File: config.mk
export PLATFORM = sky130hd
export DESIGN_NAME = i2c_regfile_slave
export DESIGN_NICKNAME = d
export VERILOG_FILES = /design/src/rtl/i2c_slv_pkg.sv /design/src/rtl/i2c_spike_filter.sv /design/src/rtl/i2c_bus_events.sv /design/src/rtl/i2c_reg_bank.sv /design/src/rtl/i2c_slave_fsm.sv /design/src/rtl/i2c_regfile_slave.sv
export SDC_FILE = /design/constraint.sdc
export NUM_CORES = 1
export LEC_CHECK = 0
export BUFFER_PORTS_ARGS = -buffer_cell sky130_fd_sc_hd__clkbuf_2
export CAP_MARGIN = 20
export CORE_MARGIN = 4
export CORE_UTILIZATION = 25
export DETAILED_ROUTE_END_ITERATION = 10
export PLACE_DENSITY_LB_ADDON = 0.1
export SETUP_SLACK_MARGIN = 0.3
export SYNTH_ARGS = -nofsm -noshare
export SYNTH_HDL_FRONTEND = slang
export SYNTH_SLANG_ARGS = --single-unit
File: constraint.sdc
create_clock -name clk_i -period 2.2 [get_ports clk_i]
set_clock_uncertainty 0.05 [all_clocks]
set_input_delay 0.44 -clock clk_i [delete_from_list [all_inputs] [get_ports clk_i]]
set_output_delay 0.44 -clock clk_i [all_outputs]
set_load 0.01 [all_outputs]
File: src/rtl/i2c_slv_pkg.sv
package i2c_slv_pkg;
  localparam int BYTE_W = 8;
  localparam int BIT_CW = 4;

  typedef enum logic [2:0] {
    ST_IDLE,
    ST_RX,
    ST_RX_ACK,
    ST_TX,
    ST_TX_ACK
  } slv_state_e;

  typedef enum logic [1:0] {
    K_ADDR,
    K_PTR,
    K_DATA
  } rx_kind_e;
endpackage

File: src/rtl/i2c_spike_filter.sv
module i2c_spike_filter #(
  parameter int FILT_CYCLES = 13
) (
  input  logic clk_i,
  input  logic rst_ni,
  input  logic line_i,
  output logic line_o
);
  localparam int CW = $clog2(FILT_CYCLES + 1);
  localparam logic [CW-1:0] CNT_MAX = CW'(FILT_CYCLES - 1);

  logic [1:0]    sync_q;
  logic [CW-1:0] cnt_q;

  always_ff @(posedge clk_i or negedge rst_ni) begin
    if (!rst_ni) begin
      sync_q <= 2'b11;
      cnt_q  <= '0;
      line_o <= 1'b1;
    end else begin
      sync_q <= {sync_q[0], line_i};
      if (sync_q[1] == line_o) begin
        cnt_q <= '0;
      end else if (cnt_q == CNT_MAX) begin
        cnt_q  <= '0;
        line_o <= sync_q[1];
      end else begin
        cnt_q <= cnt_q + 1'b1;
      end
    end
  end


  filt_hold_chk: assert property (@(posedge clk_i) disable iff (!rst_ni)
    !$stable(line_o) |-> $past(cnt_q) == CNT_MAX);
endmodule

File: src/rtl/i2c_bus_events.sv
module i2c_bus_events (
  input  logic clk_i,
  input  logic rst_ni,
  input  logic scl_i,
  input  logic sda_i,
  output logic scl_rise_o,
  output logic scl_fall_o,
  output logic start_o,
  output logic stop_o
);
  logic scl_q, sda_q;

  always_ff @(posedge clk_i or negedge rst_ni) begin
    if (!rst_ni) begin
      scl_q <= 1'b1;
      sda_q <= 1'b1;
    end else begin
      scl_q <= scl_i;
      sda_q <= sda_i;
    end
  end

  assign scl_rise_o = scl_i & ~scl_q;
  assign scl_fall_o = ~scl_i & scl_q;
  assign start_o    = scl_i & scl_q & sda_q & ~sda_i;
  assign stop_o     = scl_i & scl_q & ~sda_q & sda_i;
endmodule

File: src/rtl/i2c_reg_bank.sv
module i2c_reg_bank #(
  parameter int AW = 4,
  parameter int DW = 8
) (
  input  logic          clk_i,
  input  logic          rst_ni,
  input  logic          we_i,
  input  logic [AW-1:0] addr_i,
  input  logic [DW-1:0] wdata_i,
  output logic [DW-1:0] rdata_o
);
  localparam int DEPTH = 1 << AW;

  logic [DW-1:0] mem_q [DEPTH];

  for (genvar g = 0; g < DEPTH; g++) begin : g_reg
    always_ff @(posedge clk_i or negedge rst_ni) begin
      if (!rst_ni)                            mem_q[g] <= '0;
      else if (we_i && addr_i == AW'(g))      mem_q[g] <= wdata_i;
    end
  end

  assign rdata_o = mem_q[addr_i];
endmodule

File: src/rtl/i2c_slave_fsm.sv
module i2c_slave_fsm
  import i2c_slv_pkg::*;
#(
  parameter int AW = 4
) (
  input  logic              clk_i,
  input  logic              rst_ni,
  input  logic              scl_lvl_i,
  input  logic              sda_lvl_i,
  input  logic              scl_rise_i,
  input  logic              scl_fall_i,
  input  logic              start_i,
  input  logic              stop_i,
  input  logic [6:0]        dev_addr_i,
  output logic              reg_we_o,
  output logic [AW-1:0]     reg_addr_o,
  output logic [BYTE_W-1:0] reg_wdata_o,
  input  logic [BYTE_W-1:0] reg_rdata_i,
  output logic              sda_drv_no
);
  slv_state_e        state_q;
  rx_kind_e          kind_q;
  logic [BIT_CW-1:0] bitcnt_q;
  logic [BYTE_W-1:0] rx_q, tx_q;
  logic [AW-1:0]     ptr_q;
  logic              rw_q;
  logic              byte_end;

  assign byte_end = (state_q == ST_RX) && scl_fall_i && (bitcnt_q == BIT_CW'(BYTE_W));

  always_ff @(posedge clk_i or negedge rst_ni) begin
    if (!rst_ni) begin
      state_q    <= ST_IDLE;
      kind_q     <= K_ADDR;
      bitcnt_q   <= '0;
      rx_q       <= '0;
      tx_q       <= '0;
      ptr_q      <= '0;
      rw_q       <= 1'b0;
      sda_drv_no <= 1'b1;
    end else if (start_i) begin
      state_q    <= ST_RX;
      kind_q     <= K_ADDR;
      bitcnt_q   <= '0;
      sda_drv_no <= 1'b1;
    end else if (stop_i) begin
      state_q    <= ST_IDLE;
      sda_drv_no <= 1'b1;
    end else begin
      unique case (state_q)
        ST_RX: begin
          if (scl_rise_i && bitcnt_q < BIT_CW'(BYTE_W)) begin
            rx_q     <= {rx_q[BYTE_W-2:0], sda_lvl_i};
            bitcnt_q <= bitcnt_q + 1'b1;
          end
          if (byte_end) begin
            unique case (kind_q)
              K_ADDR: begin
                if (rx_q[7:1] == dev_addr_i) begin
                  rw_q       <= rx_q[0];
                  sda_drv_no <= 1'b0;
                  state_q    <= ST_RX_ACK;
                end else begin
                  state_q <= ST_IDLE;
                end
              end
              K_PTR: begin
                ptr_q      <= rx_q[AW-1:0];
                sda_drv_no <= 1'b0;
                state_q    <= ST_RX_ACK;
              end
              default: begin
                ptr_q      <= ptr_q + 1'b1;
                sda_drv_no <= 1'b0;
                state_q    <= ST_RX_ACK;
              end
            endcase
          end
        end
        ST_RX_ACK: begin
          if (scl_fall_i) begin
            bitcnt_q <= '0;
            if (kind_q == K_ADDR && rw_q) begin
              state_q    <= ST_TX;
              tx_q       <= reg_rdata_i;
              sda_drv_no <= reg_rdata_i[BYTE_W-1];
              ptr_q      <= ptr_q + 1'b1;
            end else begin
              state_q    <= ST_RX;
              sda_drv_no <= 1'b1;
              kind_q     <= (kind_q == K_ADDR) ? K_PTR : K_DATA;
            end
          end
        end
        ST_TX: begin
          if (scl_fall_i) begin
            if (bitcnt_q == BIT_CW'(BYTE_W - 1)) begin
              sda_drv_no <= 1'b1;
              state_q    <= ST_TX_ACK;
            end else begin
              tx_q       <= {tx_q[BYTE_W-2:0], 1'b0};
              sda_drv_no <= tx_q[BYTE_W-2];
              bitcnt_q   <= bitcnt_q + 1'b1;
            end
          end
        end
        ST_TX_ACK: begin
          if (scl_rise_i && sda_lvl_i) begin
            state_q <= ST_IDLE;
          end else if (scl_fall_i) begin
            state_q    <= ST_TX;
            bitcnt_q   <= '0;
            tx_q       <= reg_rdata_i;
            sda_drv_no <= reg_rdata_i[BYTE_W-1];
            ptr_q      <= ptr_q + 1'b1;
          end
        end
        default: ;
      endcase
    end
  end

  assign reg_we_o    = byte_end && (kind_q == K_DATA) && !start_i && !stop_i;
  assign reg_addr_o  = ptr_q;
  assign reg_wdata_o = rx_q;


  restart_chk: assert property (@(posedge clk_i) disable iff (!rst_ni)
    start_i |=> (state_q == ST_RX && kind_q == K_ADDR && bitcnt_q == '0));


  stop_idle_chk: assert property (@(posedge clk_i) disable iff (!rst_ni)
    (stop_i && !start_i) |=> (state_q == ST_IDLE && sda_drv_no));


  mismatch_idle_chk: assert property (@(posedge clk_i) disable iff (!rst_ni)
    (byte_end && kind_q == K_ADDR && rx_q[7:1] != dev_addr_i && !start_i && !stop_i)
      |=> (state_q == ST_IDLE && sda_drv_no));


  nack_release_chk: assert property (@(posedge clk_i) disable iff (!rst_ni)
    (state_q == ST_TX_ACK && scl_rise_i && sda_lvl_i && !start_i && !stop_i)
      |=> (state_q == ST_IDLE && sda_drv_no));


  drv_scl_low_chk: assert property (@(posedge clk_i) disable iff (!rst_ni)
    (!$stable(sda_drv_no) && !$past(start_i) && !$past(stop_i)) |-> !scl_lvl_i);
endmodule

File: src/rtl/i2c_regfile_slave.sv
module i2c_regfile_slave
  import i2c_slv_pkg::*;
#(
  parameter int         AW          = 4,
  parameter int         FILT_CYCLES = 13,
  parameter logic [6:0] DEV_ADDR    = 7'h3A
) (
  input  logic clk_i,
  input  logic rst_ni,
  input  logic scl_i,
  input  logic sda_i,
  input  logic addr_sel_i,
  output logic sda_drv_no
);
  localparam int NLINES = 2;

  logic [NLINES-1:0] raw_lines, flt_lines;
  logic scl_rise, scl_fall, start_ev, stop_ev;
  logic reg_we;
  logic [AW-1:0]     reg_addr;
  logic [BYTE_W-1:0] reg_wdata, reg_rdata;
  logic [6:0]        dev_addr;

  assign raw_lines = {sda_i, scl_i};
  assign dev_addr  = {DEV_ADDR[6:1], addr_sel_i};

  for (genvar g = 0; g < NLINES; g++) begin : g_filt
    i2c_spike_filter #(.FILT_CYCLES(FILT_CYCLES)) u_filt (
      .clk_i (clk_i),
      .rst_ni(rst_ni),
      .line_i(raw_lines[g]),
      .line_o(flt_lines[g])
    );
  end

  i2c_bus_events u_events (
    .clk_i     (clk_i),
    .rst_ni    (rst_ni),
    .scl_i     (flt_lines[0]),
    .sda_i     (flt_lines[1]),
    .scl_rise_o(scl_rise),
    .scl_fall_o(scl_fall),
    .start_o   (start_ev),
    .stop_o    (stop_ev)
  );

  i2c_slave_fsm #(.AW(AW)) u_fsm (
    .clk_i      (clk_i),
    .rst_ni     (rst_ni),
    .scl_lvl_i  (flt_lines[0]),
    .sda_lvl_i  (flt_lines[1]),
    .scl_rise_i (scl_rise),
    .scl_fall_i (scl_fall),
    .start_i    (start_ev),
    .stop_i     (stop_ev),
    .dev_addr_i (dev_addr),
    .reg_we_o   (reg_we),
    .reg_addr_o (reg_addr),
    .reg_wdata_o(reg_wdata),
    .reg_rdata_i(reg_rdata),
    .sda_drv_no (sda_drv_no)
  );

  i2c_reg_bank #(.AW(AW), .DW(BYTE_W)) u_bank (
    .clk_i  (clk_i),
    .rst_ni (rst_ni),
    .we_i   (reg_we),
    .addr_i (reg_addr),
    .wdata_i(reg_wdata),
    .rdata_o(reg_rdata)
  );
endmodule

==> flow_metrics.env, run 1 <==
export IMPL_grt_util_met2_pct=23.1
export IMPL_layout_nets=770
export IMPL_finalCoreUtilization_pct=33.5
export IMPL_cts_htree_levels=4
export IMPL_ys_dominant_reg_cell="dfrtp_1"
export IMPL_hold_slack_ns=0.0353
export IMPL_fin_setup_tns_ns=0
export IMPL_arrival_ns=2.41
export IMPL_synth_yosys_warnings=0
export IMPL_critical_path_slowest_cell="dfstp_2"
export IMPL_portBuffers=5
export IMPL_number_of_diodes_added_for_antenna_fixing=0
export IMPL_setup_worst_path_start_class="flop"
export IMPL_worst_path_dominant_cell_family="simple AND/OR/NAND/NOR gates"
export IMPL_multiInputGateArea_sq_um=4560
export IMPL_share_of_synthesized_registers_carrying_an_async_set_or_reset_pct=100
export IMPL_die_wd_um=193
export IMPL_hp_class="in2reg"
export IMPL_cp_slowest_stage_delay_ns=0.52
export IMPL_critical_path_cell_sequence="and4bb_2 -> and2_4 -> nand4b_1 -> buf_4 -> nor2_4 -> buf_12 -> mux2_2"
export IMPL_share_of_total_power_in_the_clock_network_pct=47.4
export IMPL_setup_worst_path_class="reg2reg"
export IMPL_synthToLayoutAreaGrowth_pct=31.9
export IMPL_drt_vias_per_instance=4.67
export IMPL_grt_first_pass_wirelength_mm=38.8
export IMPL_worst_path_buf_inv=2
export IMPL_final_wirelength_mm=24.6
export IMPL_internal_power_of_the_cells_mw=4.84
export IMPL_largest_buffer_count_on_any_clock_path=2
export IMPL_cp_max_fo=8
export IMPL_grt_ovfl_total=0
export IMPL_num_vias=5680
export IMPL_tritoncts="built"
export IMPL_place_area_sq_um=9810
export IMPL_max_slew_worst_pin_slew_ns=0.922
export IMPL_grt_total_usage_pct=13.9
export IMPL_post_dp_hpwl_mm=16.5
export IMPL_synth_seq_area_share_pct=51.3
export IMPL_ios=6
export IMPL_drive_above_1_share_pct=47.1
export IMPL_grt_busiest_layer="met2"
export IMPL_setup_worst_path_end_class="flop"
export IMPL_synth_seq_cells=174
export IMPL_r2r_setup_slack_ns=0.06
export IMPL_antenna_violating_nets_post_route=0
export IMPL_grt_pass1_vias=6314
export IMPL_power_switching_share_pct=24.1
export IMPL_number_of_clock_buffers_inserted_by_tritoncts=17
export IMPL_syn_mean_instance_area_sq_um=12.8
export IMPL_ff_latch_area_sq_um=4370
export IMPL_clk_root_buffer_cell="clkbuf_16"
export IMPL_site_row_count=67
export IMPL_die_h_um=193
export IMPL_mappedNetlistNets=682
export IMPL_cts_sinks=174
export IMPL_combinationalPowerShare_pct=2.0
export IMPL_finish_instance_area_sq_um=11200
export IMPL_p_leak_nw=4.87
export IMPL_synthDistinctLibCells=62
export IMPL_initial_core_util_pct=25.4
export IMPL_syn_instance_count=667
export IMPL_core_area_sq_um=33500
export IMPL_power_density_nw_per_um2=568
export IMPL_first_pass_iters=6
export IMPL_final_cycle_utilization_of_the_critical_path_pct=97.4
export IMPL_cell_area_after_technology_mapping_sq_um=8510
export IMPL_insertion_delay_ns=0.44
export IMPL_post_drt_wl_per_cell_um=20.3
export IMPL_relSlewSlack_pct=38.5
export IMPL_globalRouteMet1Util_pct=18.8
export IMPL_initialDrtViolationCount=293
export IMPL_floorplan_die_area_sq_um=37100
export IMPL_total_power_mw=6.38
export IMPL_required_ns=2.47
export IMPL_status="completed"
export IMPL_setup_repair_after_global_routing_missed_its_margin="yes"
export IMPL_power_sequential_fraction_pct=50.5
export IMPL_drv_cap=0
export IMPL_edff_count_synth=0
export IMPL_total_switching_power_mw=1.54
export IMPL_vdd_ir_drop_worst_v=0.000537
export IMPL_setup_viol=0
export IMPL_maxSlewViolCount=0
export IMPL_grt_max_degree=42
export IMPL_final_count_of_hold_timing_violations=0
export IMPL_achievable_frequency_ghz=0.467
export IMPL_num_fill_cells=3325
export IMPL_detail_route_drc_violations=0
export IMPL_gp_congestion=0.751
export IMPL_clk_transition_reported_paths_ns=0.07
export IMPL_grt_antenna_before_repair=1
export IMPL_final_min_clock_period_ns=2.14
export IMPL_use_met3_pct=2.26
==> sequential cells by signal (all words and copies together) (netlist names), 2 cells and up <==
name / count
u_fsm.kind_q: 2
u_fsm.tx_q: 7
g_filt.u_filt.line_o: 2
u_fsm.state_q: 3
u_fsm.bitcnt_q: 4
g_filt.u_filt.cnt_q: 8
u_fsm.reg_addr_o: 4
u_bank.mem_q: 128
u_fsm.reg_wdata_o: 8
g_filt.u_filt.sync_q: 4
==> layout by cell type, fill, tap and decap left out, types with 4 or more instances in the layout <==
cell type,count
a21oi_1,13
a22oi_1,20
a32oi_1,5
buf_12,20
buf_4,66
buf_6,13
clkbuf_16,17
clkbuf_2,4
dfrtp_1,162
dfstp_2,9
ha_1,10
inv_1,15
inv_6,4
mux2_2,55
mux2_4,92
mux2i_1,55
mux4_2,7
nand2_1,26
nand2_8,4
nand3_1,13
nand4_1,9
nor2_1,15
nor2_2,4
nor2_4,11
nor2b_1,11
o21ai_0,11
o21ai_2,4
xnor2_1,4
==> final cells by class <==
class,instances,share of cell area (%)
repair buffers,106,9.73
clock buffers,20,4.16
inverters,15,0.502
well taps,448,4.99
multi-input cells,441,40.6
flip-flops and latches,174,38.9
clock inverters,12,1.05
==> cells in the mapped netlist (all sizes together) (4+ instances only) <==
master | instances | area (sq um)
inv | 15 | 56.3
o21ai | 16 | 80.1
nor2b | 12 | 75.1
nor2 | 30 | 143
nand2 | 33 | 154
mux2 | 147 | 1660
xnor2 | 4 | 35.0
nand3 | 15 | 87.6
a21oi | 14 | 70.1
and2 | 4 | 25.0
mux4 | 7 | 158
buf | 14 | 72.6
clkbuf | 24 | 91.3
nand4 | 10 | 68.8
dfstp | 9 | 236
ha | 10 | 125
nor3b | 7 | 68.8
dfrtp | 165 | 4130
mux2i | 56 | 561
a211oi | 4 | 30.0
a32oi | 6 | 52.6
a22oi | 20 | 150
==> stage by stage <==
stage          setup slack, ns  cells
6_report                0.0570   1216
5_1_grt               -0.00649   1216
4_1_cts                 0.0610   1207
3_5_place_dp           0.00255   1156
3_3_place_gp            0.0329   1156
2_1_floorplan          -0.0234    667
==> final timing paths <==
check / to / cells after the start / from
worst min-delay path: g_filt[1].u_filt.sync_q[0] / 1 / sda_i
max in group asynchronous: u_events.scl_q / 3 / rst_ni
worst min register to register: g_filt[1].u_filt.sync_q[1] / 0 / g_filt[1].u_filt.sync_q[0]
worst max-delay path: u_bank.mem_q[34] / 7 / u_events.scl_q
worst max register to register: u_bank.mem_q[34] / 7 / u_events.scl_q
min in group asynchronous: g_filt[1].u_filt.cnt_q[1] / 2 / rst_ni
==> logic make-up after synthesis <==
kind of cell	share of synthesized area, %
compound gates	6.29
xor+xnor	0.514
mux	27.9
buf+inv	2.59
fa+ha+maj	1.47
flops	51.3
simple gates	9.97
==> what timing repair did <==
item,CTS,global route
hold buffers,1,0
cloned,2,0
setup endpoints to repair,147,148
setup buffers,16,9
pin swaps,23,19
hold endpoints to repair,24,0
resized for setup,100,36
==> power groups by stage <==
stage	registers, mW	clock network, mW	logic [mW]
2_1_floorplan	3.28	0	0.0294
6_report	3.22	3.03	0.129
4_1_cts	3.22	3.14	0.137
5_1_grt	3.22	3.27	0.150
3_5_place_dp	3.28	0	0.134
3_3_place_gp	3.28	0	0.125
==> layer usage <==
metal  share of wire [%]  routed length (um)
met4                 2.0                 494
met1                  47               11500
met5                   0                   0
met3                 3.3                 815
met2                  48               11800
Power figures use the tool's default switching activity.
==> run 2, diff against run 1 <==
Settings changed: CORE_MARGIN 4 to unset.
==> flow_metrics.env, run 2 (synthesis gave the netlist of run 1 again) <==
export IMPL_grt_first_pass_wirelength_mm=37.9
export IMPL_final_wirelength_mm=24.3
export IMPL_site_row_count=67
export IMPL_clk_root_buffer_cell="clkbuf_16"
export IMPL_initialDrtViolationCount=235
export IMPL_initial_core_util_pct=25.4
export IMPL_finish_instance_area_sq_um=11100
export IMPL_place_area_sq_um=9830
export IMPL_hold_slack_ns=0.0341
export IMPL_final_cycle_utilization_of_the_critical_path_pct=93.7
export IMPL_setup_ws_post_layout_ns=0.138
export IMPL_insertion_delay_ns=0.45
export IMPL_largest_register_ff_count=128
export IMPL_cp_startpoint="u_events.scl_q"
export IMPL_maxSlewViolCount=0
export IMPL_gp_congestion=0.802
export IMPL_cts_htree_levels=4
export IMPL_grt_ovfl_total=0
export IMPL_max_slew_worst_pin_slew_ns=0.880
export IMPL_post_dp_hpwl_mm=16.3
export IMPL_setup_worst_path_class="reg2reg"
export IMPL_antenna_violating_nets_post_route=0
export IMPL_grt_total_usage_pct=14.5
export IMPL_die_wd_um=187
export IMPL_synthToLayoutAreaGrowth_pct=30.8
export IMPL_cts_sinks=174
export IMPL_die_h_um=187
export IMPL_drive_above_1_share_pct=46.9
export IMPL_number_of_clock_buffers_inserted_by_tritoncts=17
export IMPL_floorplan_die_area_sq_um=34800
export IMPL_relSlewSlack_pct=41.3
export IMPL_cp_max_fo=8
export IMPL_largest_buffer_count_on_any_clock_path=2
export IMPL_final_min_clock_period_ns=2.06
export IMPL_layout_nets=765
export IMPL_setup_viol=0
export IMPL_mostFrequentLayoutCells="158 x dfrtp_1, 77 x mux2_4, 69 x mux2_2"
export IMPL_setup_repair_after_global_routing_missed_its_margin="yes"
export IMPL_setup_worst_path_end_class="flop"
export IMPL_status="completed"
export IMPL_post_drt_wl_per_cell_um=20.1
export IMPL_grt_max_degree=48
export IMPL_number_of_diodes_added_for_antenna_fixing=0
export IMPL_required_ns=2.48
export IMPL_drt_vias_per_instance=4.62
export IMPL_worst_r2r_startpoint="u_events.scl_q"
export IMPL_ios=6
export IMPL_achievable_frequency_ghz=0.485
export IMPL_critical_path_cell_sequence="and4bb_2 -> and2_4 -> nand4_1 -> buf_6 -> nor2_2 -> buf_12 -> mux2_2"
export IMPL_hp_class="in2reg"
export IMPL_final_count_of_hold_timing_violations=0
export IMPL_portBuffers=5
export IMPL_setup_worst_path_start_class="flop"
export IMPL_dp_cells=1147
export IMPL_largest_register="u_bank.mem_q"
export IMPL_tritoncts="built"
export IMPL_grt_antenna_before_repair=0
export IMPL_vdd_ir_drop_worst_v=0.000542
export IMPL_first_pass_iters=4
export IMPL_final_cell_count_no_fill=1211
export IMPL_grt_pass1_vias=6105
export IMPL_critical_path_slowest_cell="dfstp_2"
export IMPL_clk_transition_reported_paths_ns=0.07
export IMPL_worst_hold_startpoint="scl_i"
export IMPL_final_common_cell="dfrtp_1"
export IMPL_arrival_ns=2.34
export IMPL_dp_slack_ns=0.0147
export IMPL_p_leak_nw=4.83
export IMPL_num_vias=5598
export IMPL_core_area_sq_um=33500
export IMPL_fin_setup_tns_ns=0
export IMPL_power_density_nw_per_um2=573
export IMPL_detail_route_drc_violations=0
export IMPL_cp_slowest_stage_delay_ns=0.53
export IMPL_drv_cap=0
==> run 2: area by class of cell <==
| type | count | area (sq um) |
|---|---|---|
| Multi-Input combinational cell | 440 | 4460 |
| Clock buffer | 18 | 429 |
| Fill cell | 3330 | 22400 |
| Inverter | 15 | 60.1 |
| Clock inverter | 14 | 144 |
| Timing Repair Buffer | 102 | 1110 |
| Tap cell | 448 | 561 |
| Sequential cell | 174 | 4380 |
==> run 2: power by group <==
part	total, mW	leakage [nW]	internal (mW)	switching, mW
Clock	3.02	0.283	1.52	1.51
Sequential	3.22	2.38	3.21	0.0102
Combinational	0.130	2.16	0.0390	0.0912
Total	6.37	4.83	4.77	1.61
==> run 2: timing repair <==
action	CTS	global route
hold buffers	2	0
hold endpoints to repair	36	0
setup endpoints to repair	146	148
cloned	0	1
gates resized for setup	75	52
pin swaps	19	18
setup buffers	17	12
==> run 2: layer usage <==
metal / part of all wire [%] / routed length, um / global-route usage, %
met1: 49 / 11800 / 19.7
met2: 48 / 11600 / 23.4
met3: 1.8 / 444 / 2.90
met4: 1.7 / 414 / 4.32
met5: 0 / 0 / 0
==> run 2: path summary, 6_finish.rpt <==
kind	slack, ns	to	depth (start not counted)
max	0.14	u_bank.mem_q[2]	7
min	0.03	g_filt[0].u_filt.sync_q[0]	1
max reg2reg	0.14	u_bank.mem_q[2]	7
min reg2reg	0.31	g_filt[0].u_filt.sync_q[1]	0
max in group asynchronous	0.97	u_bank.mem_q[19]	3
min in group asynchronous	0.48	u_bank.mem_q[0]	2
==> run 2: through the flow <==
stage	power, mW	utilization [%]
4_1_cts	6.49	32.3
3_5_place_dp	3.42	29.3
2_1_floorplan	3.31	-
5_1_grt	6.63	33.2
6_report	6.37	33.2
3_3_place_gp	3.41	29.3
==> run 2: critical path, delay by kind of cell, from the launching register on <==
family | cells | cell delay, ns
and+or+nand+nor | 4 | 0.72
DFF | 1 | 0.53
muxes | 1 | 0.33
buffers and inverters | 2 | 0.32
